## config.mk

```make
export PLATFORM = sky130hd
export DESIGN_NAME = osccfg_responder
export DESIGN_NICKNAME = d
export VERILOG_FILES = /design/src/rtl/osccfg_pkg.sv /design/src/rtl/osccfg_decode.sv /design/src/rtl/osccfg_reqsplit.sv /design/src/rtl/osccfg_freqmap.sv /design/src/rtl/osccfg_responder.sv
export SDC_FILE = /design/constraint.sdc
export NUM_CORES = 1
export LEC_CHECK = 0
export BUFFER_PORTS_ARGS = -buffer_cell sky130_fd_sc_hd__buf_2
export CORE_MARGIN = 10
export CORE_UTILIZATION = 25
export DETAILED_ROUTE_END_ITERATION = 16
export GPL_TIMING_DRIVEN = 1
export PLACE_DENSITY_LB_ADDON = 0.1
export SLEW_MARGIN = 20
export SYNTH_ARGS = -nofsm -noshare
export SYNTH_HDL_FRONTEND = slang
export SYNTH_SLANG_ARGS = --single-unit
```

## constraint.sdc

```tcl
create_clock -name clk -period 1.2 [get_ports clk]
set_input_delay 0.18 -clock clk [delete_from_list [all_inputs] [get_ports clk]]
set_output_delay 0.18 -clock clk [all_outputs]
set_load 0.02 [all_outputs]
```

## src/rtl/osccfg_pkg.sv

```systemverilog
package osccfg_pkg;

   // which register a bus access selects
   typedef enum logic [1:0] {
      SEL_NONE = 2'd0,
      SEL_DATA = 2'd1,
      SEL_CTRL = 2'd2,
      SEL_STAT = 2'd3
   } reg_sel_e;

   // request word layout, most significant field first
   typedef struct packed {
      logic       start;
      logic       wr_req;
      logic [3:0] domain;
      logic [5:0] func;
      logic [1:0] spare;
      logic [1:0] site;
      logic [3:0] pos;
      logic [11:0] dev;
   } req_word_t;

   localparam int REQ_W  = $bits(req_word_t);
   localparam int DEV_W  = 12;
   localparam int SITE_W = 2;

endpackage

```

## src/rtl/osccfg_decode.sv

```systemverilog
module osccfg_decode
   import osccfg_pkg::*;
#(
   parameter int              ADDR_W   = 8,
   parameter logic [ADDR_W-1:0] OFS_DATA = 8'hA0,
   parameter logic [ADDR_W-1:0] OFS_CTRL = 8'hA4,
   parameter logic [ADDR_W-1:0] OFS_STAT = 8'hA8
) (
   input  logic [ADDR_W-1:0] addr,
   output reg_sel_e          sel
);

   generate
      if (OFS_DATA == OFS_CTRL || OFS_DATA == OFS_STAT || OFS_CTRL == OFS_STAT) begin : g_bad_ofs
         $error("osccfg_decode: register offsets must be distinct");
      end
      if (ADDR_W < 2) begin : g_bad_aw
         $error("osccfg_decode: address too narrow");
      end
   endgenerate

   always_comb begin
      sel = SEL_NONE;
      if (addr == OFS_DATA) sel = SEL_DATA;
      else if (addr == OFS_CTRL) sel = SEL_CTRL;
      else if (addr == OFS_STAT) sel = SEL_STAT;
   end

endmodule

```

## src/rtl/osccfg_reqsplit.sv

```systemverilog
module osccfg_reqsplit
   import osccfg_pkg::*;
#(
   parameter logic [3:0] SVC_DOMAIN = 4'd0,
   parameter logic [3:0] SVC_POS    = 4'd0,
   parameter logic [5:0] SVC_FUNC   = 6'd1
) (
   input  logic [REQ_W-1:0]  word,
   output logic [SITE_W-1:0] site,
   output logic [DEV_W-1:0]  dev,
   output logic              svc_read
);

   req_word_t req;

   always_comb begin
      req      = req_word_t'(word);
      site     = req.site;
      dev      = req.dev;
      svc_read = req.start && !req.wr_req &&
                 (req.domain == SVC_DOMAIN) &&
                 (req.pos == SVC_POS) &&
                 (req.func == SVC_FUNC);
   end

endmodule

```

## src/rtl/osccfg_freqmap.sv

```systemverilog
module osccfg_freqmap
   import osccfg_pkg::*;
#(
   parameter int DATA_W = 32,
   parameter int N0     = 3,
   parameter int N1     = 6,
   parameter logic [DEV_W-1:0]  S0_DEV [N0] = '{12'd0, 12'd1, 12'd2},
   parameter logic [DATA_W-1:0] S0_HZ  [N0] = '{32'd25000000, 32'd25000000, 32'd24000000},
   parameter logic [DEV_W-1:0]  S1_DEV [N1] = '{12'd0, 12'd4, 12'd5, 12'd6, 12'd7, 12'd8},
   parameter logic [DATA_W-1:0] S1_HZ  [N1] = '{32'd50000000, 32'd40000000, 32'd50000000,
                                              32'd35000000, 32'd40000000, 32'd40000000}
) (
   input  logic [SITE_W-1:0] site,
   input  logic [DEV_W-1:0]  dev,
   output logic              site_ok,
   output logic [DATA_W-1:0] hz
);

   logic [N0-1:0] m0;
   logic [N1-1:0] m1;

   generate
      if (N0 < 1 || N1 < 1) begin : g_bad_n
         $error("osccfg_freqmap: each site needs at least one entry");
      end
      for (genvar i = 0; i < N0; i++) begin : g_s0
         assign m0[i] = (dev == S0_DEV[i]);
      end
      for (genvar j = 0; j < N1; j++) begin : g_s1
         assign m1[j] = (dev == S1_DEV[j]);
      end
   endgenerate

   always_comb begin
      site_ok = (site == 2'd0) || (site == 2'd1);
      hz      = '0;
      if (site == 2'd0) begin
         for (int i = 0; i < N0; i++)
            if (m0[i]) hz = S0_HZ[i];
      end else if (site == 2'd1) begin
         for (int j = 0; j < N1; j++)
            if (m1[j]) hz = S1_HZ[j];
      end
   end

endmodule

```

## src/rtl/osccfg_responder.sv

```systemverilog
module osccfg_responder
   import osccfg_pkg::*;
#(
   parameter int ADDR_W = 8,
   parameter int DATA_W = 32
) (
   input  logic              clk,
   input  logic              rst_n,
   input  logic              bus_valid,
   input  logic              bus_write,
   input  logic [ADDR_W-1:0] bus_addr,
   input  logic [DATA_W-1:0] bus_wdata,
   output logic [DATA_W-1:0] bus_rdata
);

   localparam logic [DATA_W-1:0] CTRL_RD = '0;
   localparam logic [DATA_W-1:0] STAT_RD = DATA_W'(1);

   generate
      if (DATA_W != REQ_W) begin : g_bad_dw
         $error("osccfg_responder: data width must equal request word width");
      end
   endgenerate

   reg_sel_e           sel;
   logic [SITE_W-1:0]  site;
   logic [DEV_W-1:0]   dev;
   logic               svc_read;
   logic               site_ok;
   logic [DATA_W-1:0]  hz;
   logic [DATA_W-1:0]  data_q;
   logic               wr_data, wr_ctrl, rd_any;

   osccfg_decode #(.ADDR_W(ADDR_W)) u_dec (
      .addr (bus_addr),
      .sel  (sel)
   );

   osccfg_reqsplit u_split (
      .word     (bus_wdata),
      .site     (site),
      .dev      (dev),
      .svc_read (svc_read)
   );

   osccfg_freqmap #(.DATA_W(DATA_W)) u_map (
      .site    (site),
      .dev     (dev),
      .site_ok (site_ok),
      .hz      (hz)
   );

   assign wr_data = bus_valid && bus_write && (sel == SEL_DATA);
   assign wr_ctrl = bus_valid && bus_write && (sel == SEL_CTRL);
   assign rd_any  = bus_valid && !bus_write;

   always_ff @(posedge clk or negedge rst_n) begin
      if (!rst_n)
         data_q <= '0;
      else if (wr_data)
         data_q <= bus_wdata;
      else if (wr_ctrl && svc_read && site_ok)
         data_q <= hz;
   end

   always_ff @(posedge clk or negedge rst_n) begin
      if (!rst_n)
         bus_rdata <= '0;
      else if (rd_any) begin
         case (sel)
            SEL_DATA: bus_rdata <= data_q;
            SEL_CTRL: bus_rdata <= CTRL_RD;
            SEL_STAT: bus_rdata <= STAT_RD;
            default:  bus_rdata <= '0;
         endcase
      end
   end

   AST_DATA_LOAD: assert property (@(posedge clk) disable iff (!rst_n)
      wr_data |=> (data_q == $past(bus_wdata)));
   AST_DATA_HOLD: assert property (@(posedge clk) disable iff (!rst_n)
      !(bus_valid && bus_write && (sel == SEL_DATA || sel == SEL_CTRL)) |=> $stable(data_q));
   AST_NO_START: assert property (@(posedge clk) disable iff (!rst_n)
      (wr_ctrl && !bus_wdata[31]) |=> $stable(data_q));
   AST_WRITE_REQ: assert property (@(posedge clk) disable iff (!rst_n)
      (wr_ctrl && bus_wdata[30]) |=> $stable(data_q));
   AST_WRONG_FUNC: assert property (@(posedge clk) disable iff (!rst_n)
      (wr_ctrl && bus_wdata[25:20] != 6'd1) |=> $stable(data_q));
   AST_HIGH_SITE: assert property (@(posedge clk) disable iff (!rst_n)
      (wr_ctrl && bus_wdata[17]) |=> $stable(data_q));
   AST_CTRL_IDLE: assert property (@(posedge clk) disable iff (!rst_n)
      (rd_any && sel == SEL_CTRL) |=> (bus_rdata == '0));
   AST_STAT_ONE: assert property (@(posedge clk) disable iff (!rst_n)
      (rd_any && sel == SEL_STAT) |=> (bus_rdata == DATA_W'(1)));
   AST_UNMAPPED_ZERO: assert property (@(posedge clk) disable iff (!rst_n)
      (rd_any && sel == SEL_NONE) |=> (bus_rdata == '0));

endmodule

```

Yosys cells after proc, flatten, opt, wreduce, memory -nomap -nowiden --
Index checks and enable logic that the tools add are counted.
Operators by class: equality and inequality tests 15, multiplexer cells 17, reductions and logical operators 18
Operators with widths (count):
- $mux 26 | 6
- $mux 32 | 4
- $mux 25 | 3
- $pmux 32 s2 | 1
- $eq 12x3->1 const B | 4
- $eq 8x8->1 const B | 3
- $eq 12x1->1 const B | 1
- $eq 12x2->1 const B | 1
- $eq 12x4->1 const B | 1
- $logic_not 12->1 | 1
- $logic_and 1x1->1 | 10
- $logic_not 4->1 | 2
- $eq 6x1->1 const B | 1
- $mux 2 | 3
- $eq 2x1->1 const B | 2
- $eq 2x2->1 const B | 2
- $logic_not 1->1 | 2
- $logic_not 2->1 | 1
- $reduce_bool 2->1 | 1
- $logic_or 1x1->1 | 1
Storage, ports and cells: flip-flop bits (word level) 64, output and inout bits 32, word-level logic and storage cells 52

Depth between registers and ports, before layout --
depth after elaboration 11, depth in mapped cells 7

By module --
From an unflattened synthesis, not the netlist that was laid out.
Second synthesis, totals: cells, all modules 296, area, all modules 3761.1 um2
Modules (own cells, without submodules):
- osccfg_responder | instances 1, cells an instance 182, area an instance 2991.6 um2, sequential area each 1601.5 um2
- osccfg_freqmap | instances 1, cells an instance 91, area an instance 576.8 um2, sequential area each 0.0 um2
- osccfg_reqsplit | instances 1, cells an instance 19, area an instance 143.9 um2, sequential area each 0.0 um2
- osccfg_decode | instances 1, cells an instance 4, area an instance 48.8 um2, sequential area each 0.0 um2

Least setup slack after synthesis --
No wires, ideal clock.
path kind input port to flip-flop, start point input bus_wdata[30], end point register data_q[19], data arrival time 1.554 ns, data required time 1.131 ns, setup slack -0.423 ns, cell stages on the path 6, cell sequence nor4_1 -> nand4_1 -> or2_1 -> clkbuf_2 -> or4_4 -> nand3_1
Between the ends: cells in the longest elaborated chain, start to end 8
Ends and longest elaborated chain:
- start: declaration | line osccfg_responder.sv:12 | input logic [DATA_W-1:0] bus_wdata,
- $logic_not 1->1 | line osccfg_reqsplit.sv:20 | svc_read = req.start && !req.wr_req &&
- $logic_and 1x1->1 (2 in series) | line osccfg_reqsplit.sv:20
- $logic_and 1x1->1 | line osccfg_reqsplit.sv:21 | (req.domain == SVC_DOMAIN) &&
- $logic_and 1x1->1 | line osccfg_reqsplit.sv:22 | (req.pos == SVC_POS) &&
- $logic_and 1x1->1 (2 in series) | line osccfg_responder.sv:62 | else if (wr_ctrl && svc_read && site_ok)
- $reduce_bool 2->1 (no source line)
- end signal: assignment | line osccfg_responder.sv:61 | data_q <= bus_wdata;
- end signal: assignment | line osccfg_responder.sv:63 | data_q <= hz;
- end: declaration | line osccfg_responder.sv:31 | logic [DATA_W-1:0] data_q;
No other way between the ends. A chain may end at the register's enable or synchronous reset.

Worst setup path in the final report --
start point input bus_wdata[29], end point register data_q[6]
Between the ends: cells in the longest elaborated chain, start to end 7
Ends and longest elaborated chain (line):
- $logic_not 4->1 | osccfg_reqsplit.sv:21
- $logic_and 1x1->1 | osccfg_reqsplit.sv:20
- $logic_and 1x1->1 | osccfg_reqsplit.sv:21
- $logic_and 1x1->1 | osccfg_reqsplit.sv:22
- $logic_and 1x1->1 (2 in series) | osccfg_responder.sv:62
- $reduce_bool 2->1 (no source line)
No other way between the ends.

==> summary.log <==
qor: run_status.outcome finished, violations left
qor: run_status.failing_checks negative setup slack
qor: synth.synth_xor_xnor_area_share 0.003076
qor: synth.yosys_register_bits 64
qor: routing.routed_wirelength 10040 µm
qor: finish.leading_cell_type_in_the_layout_fill_and_taps_excluded sky130_fd_sc_hd__buf_2
qor: flow_run.cap_viol_max_count 0
qor: setup_path.endpoint_kind flip-flop
qor: synth.number_of_distinct_library_cell_variants_in_the_gate_level_netlist_after_synthesis 44
qor: setup_path.critical_path.reg2reg.startpoint data_q[6]
qor: finish.area_growth 56.94%
qor: finish.seqCellArea 1602 µm²
qor: cts.clock-sinks 64
qor: setup_path.arrival_time_of_the_worst_setup_path 1.66 ns
qor: floorplanning.num_io_pins 76
qor: floorplanning.placement_rows 38
qor: global_routing.global_route_total_usage_across_every_layer 0.1266
qor: routing.postRouteAntennaNets 0
qor: placement.dp_worst_slack -0.6689 ns
qor: routing.drt-wirelength-per-cell 18.09 µm
qor: synth.mappedNetlistNets 320
qor: sta.fin_crit_sh 1.208
qor: setup_path.timing.rr.end data_q[6]
qor: sta.hold_violations 0
qor: cts.clk_pin_slew 0.05 ns
qor: placement.dpl-instance-area 3866 µm²
qor: cts.max-clock-path-buffers 2
qor: sta.worst_slew_pin_slew 0.5458 ns
qor: global_routing.antenna_found_initial 0
qor: synth.synth_area 2848 µm²
qor: cts.cts_tree built
qor: placement.gp_congestion 0.7437
qor: synth.post_synth_adder_cell_area 0.003515
qor: global_routing.grt_start_max_net_pins 65
qor: setup_path.worst_r2r_path_depth 2
qor: setup_path.startpoint bus_wdata[29]
qor: sta.clock_skew 0.003689 ns
qor: sta.clock.fmax 0.6900 GHz
qor: floorplanning.die_h 126.7 µm
qor: global_routing.number_of_global_route_vias_before_repair 2908
qor: finish.layout_common_cells 71 x sky130_fd_sc_hd__buf_2, 64 x sky130_fd_sc_hd__dfrtp_1, 55 x sky130_fd_sc_hd__buf_4
qor: setup_path.worst_ep_required_time 1.41 ns
qor: setup_path.r2r_setup_slack 0.19 ns
qor: placement.io_buf_count 75
qor: finish.multi_input_area 1381 µm²
qor: setup_path.worst-path-max-fanout 5
qor: sta.finalWorstPathRequiredPeriod 1.449 ns
qor: sta.totalNegativeSetupSlack -5.385 ns
qor: setup_path.critPathCapture data_q[6]
qor: sta.setup_viol 32
qor: finish.design_area_final 4469 µm²
qor: sta.grt_setup_unrepaired yes
qor: cts.cts_root_buf sky130_fd_sc_hd__clkbuf_16
qor: global_routing.grt_overflow 0
qor: synth.syn_avg_cell_area 10.32 µm²
qor: routing.drt_first_pass_iters 5
qor: floorplanning.floorplan.initialDensity 0.2593
qor: synth.synth_compound_area_frac 0.2061
qor: routing.drcViolationCount 0
qor: synth.synth_simple_gate_area_frac 0.1762
qor: finish.final.fill_count 1096
qor: cts.cts-htree-levels 3
qor: sta.worst_slack -0.2492 ns
qor: floorplanning.design.die.area 16060 µm²
qor: finish.antenna_cells 0
qor: global_routing.wire_length_of_the_first_global_routing_pass 16240 µm
qor: floorplanning.die_x 126.7 µm
qor: synth.synth_top_family_by_area compound AO/OA/AOI/OAI gates
qor: finish.design.final.nets 455
qor: synth.post_synth_mux_area_share 0.01450
qor: placement.dp_hpwl 7381 µm
qor: floorplanning.core_region_area 10980 µm²
qor: cts.clock_latency 0.33 ns
qor: setup_path.start_kind input port
qor: synth.synth.yosys.seq_area_share 0.5624
qor: synth.synthesis.instances 276
qor: sta.final-max-slew-violation-count 0
qor: routing.vias 2717
qor: cts.tritoncts.num_buffers 9
qor: power_and_ir_drop.power.static_leakage 2.233 nW
qor: sta.relSlewSlack 0.6323
qor: routing.detailedRoute.firstIterationViolations 133
qor: routing.routed_via_density 4.895
qor: worst_hold_path.path_type_of_the_worst_min_delay_path input port to flip-flop
qor: setup_path.crit_type input port to flip-flop
qor: power_and_ir_drop.powerDensity 1132 nW/µm²
qor: synth.syn_warnings 0
qor: power_and_ir_drop.ir_worst_vdd 0.4513 mV
qor: finish.post_route_cells_drive_above_1_share 0.4819
-- Yosys cell counts, drive strengths merged --
cell type,number,area share
dfrtp,64,0.56
nand2,36,0.047
a22o,31,0.095
o21ai,28,0.049
clkbuf,20,0.027
nor2,14,0.018
nand3,10,0.018
nor3,9,0.016
a21oi,7,0.012
a211o,4,0.012
and3,4,0.0088
nor4,4,0.0088
buf,3,0.0048
mux2i,3,0.011
nand2b,3,0.0066
nor4b,3,0.011
o22ai,3,0.0066
and4bb,2,0.0088
inv,2,0.0026
nand3b,2,0.0053
nand4,2,0.0044
o211ai,2,0.0053
or2,2,0.0044
or3,2,0.0044
or4,2,0.0066
a211oi,1,0.0026
a22oi,1,0.0026
and2,1,0.0022
and3b,1,0.0031
maj3,1,0.0035
mux2,1,0.0040
nor2b,1,0.0022
o211a,1,0.0035
o21ba,1,0.0035
o221a,1,0.0040
o22a,1,0.0031
o31ai,1,0.0026
o41ai,1,0.0031
xor2,1,0.0031
-- where the power goes --
part           switching (mW)  internal, mW  total (mW)
clock                   0.906          1.49        2.40
sequential             0.0230          2.19        2.22
combinational           0.232         0.213       0.445
-- kinds of logic after synthesis --
logic type                 after synthesis
AOI/OAI and AO/OA                       83
xor gates and xnor gates                 1
adders and majority gates                1
buffers and inverters                   25
DFF                                     64
muxes                                    4
and+or+nand+nor                         98
-- sequential cells by signal, summed over array words and instances (netlist names) --
signal	cells
bus_rdata	32
data_q	32
-- per-stage QoR --
stage          std cells  total power [mW]  hold slack, ns  utilization
2_1_floorplan        276             2.371         -0.1156            -
3_3_place_gp         531             2.657          0.2299       0.3520
3_5_place_dp         531             2.656          0.2281       0.3520
4_1_cts              555             5.110         0.09575       0.4000
5_1_grt              555             5.269         0.09479       0.4069
6_report             555             5.058          0.1024       0.4069
-- critical path, cell delays in order --
cell                      delay [ns]
sky130_fd_sc_hd__buf_8          0.10
sky130_fd_sc_hd__nor4_4         0.25
sky130_fd_sc_hd__buf_4          0.15
sky130_fd_sc_hd__nand4_1        0.17
sky130_fd_sc_hd__buf_6          0.19
sky130_fd_sc_hd__nor2_4         0.13
sky130_fd_sc_hd__buf_6          0.16
sky130_fd_sc_hd__o41ai_4        0.10
sky130_fd_sc_hd__o221a_2        0.23
-- what timing repair did --
item / CTS / global route
hold buffers: 1 / 0
setup endpoints to repair: 32 / 32
pin swaps: 16 / 8
cloned: 2 / 0
resized for setup: 53 / 20
hold endpoints to repair: 64 / 0
buffers inserted: 6 / 2
-- area by class of cell --
type	instances	share of cell area
multi-input combinational	188	0.3091
clock buffer	12	0.05739
inverter	2	0.001680
clock inverter	3	0.003919
timing repair buffer	146	0.2304
sequential	64	0.3583
tap	140	0.03919
-- routing by layer --
metal	track usage	part of all wire	vias up
li1	-	-	1283
met1	0.1639	0.46	1354
met2	0.1965	0.47	68
met3	0.03290	0.052	12
met4	0.04956	0.016	0
met5	0	0	-
-- how the worst min path moves through the flow --
stage	startpoint	cells after the start	to
after floorplan	rst_n	0	bus_rdata[0]
after global placement	rst_n	2	bus_rdata[0]
after detailed placement	rst_n	2	bus_rdata[0]
after CTS	bus_wdata[19]	3	data_q[19]
after global routing	bus_wdata[19]	3	data_q[19]
final	bus_wdata[19]	3	data_q[19]
Power figures use the tool's default switching activity.
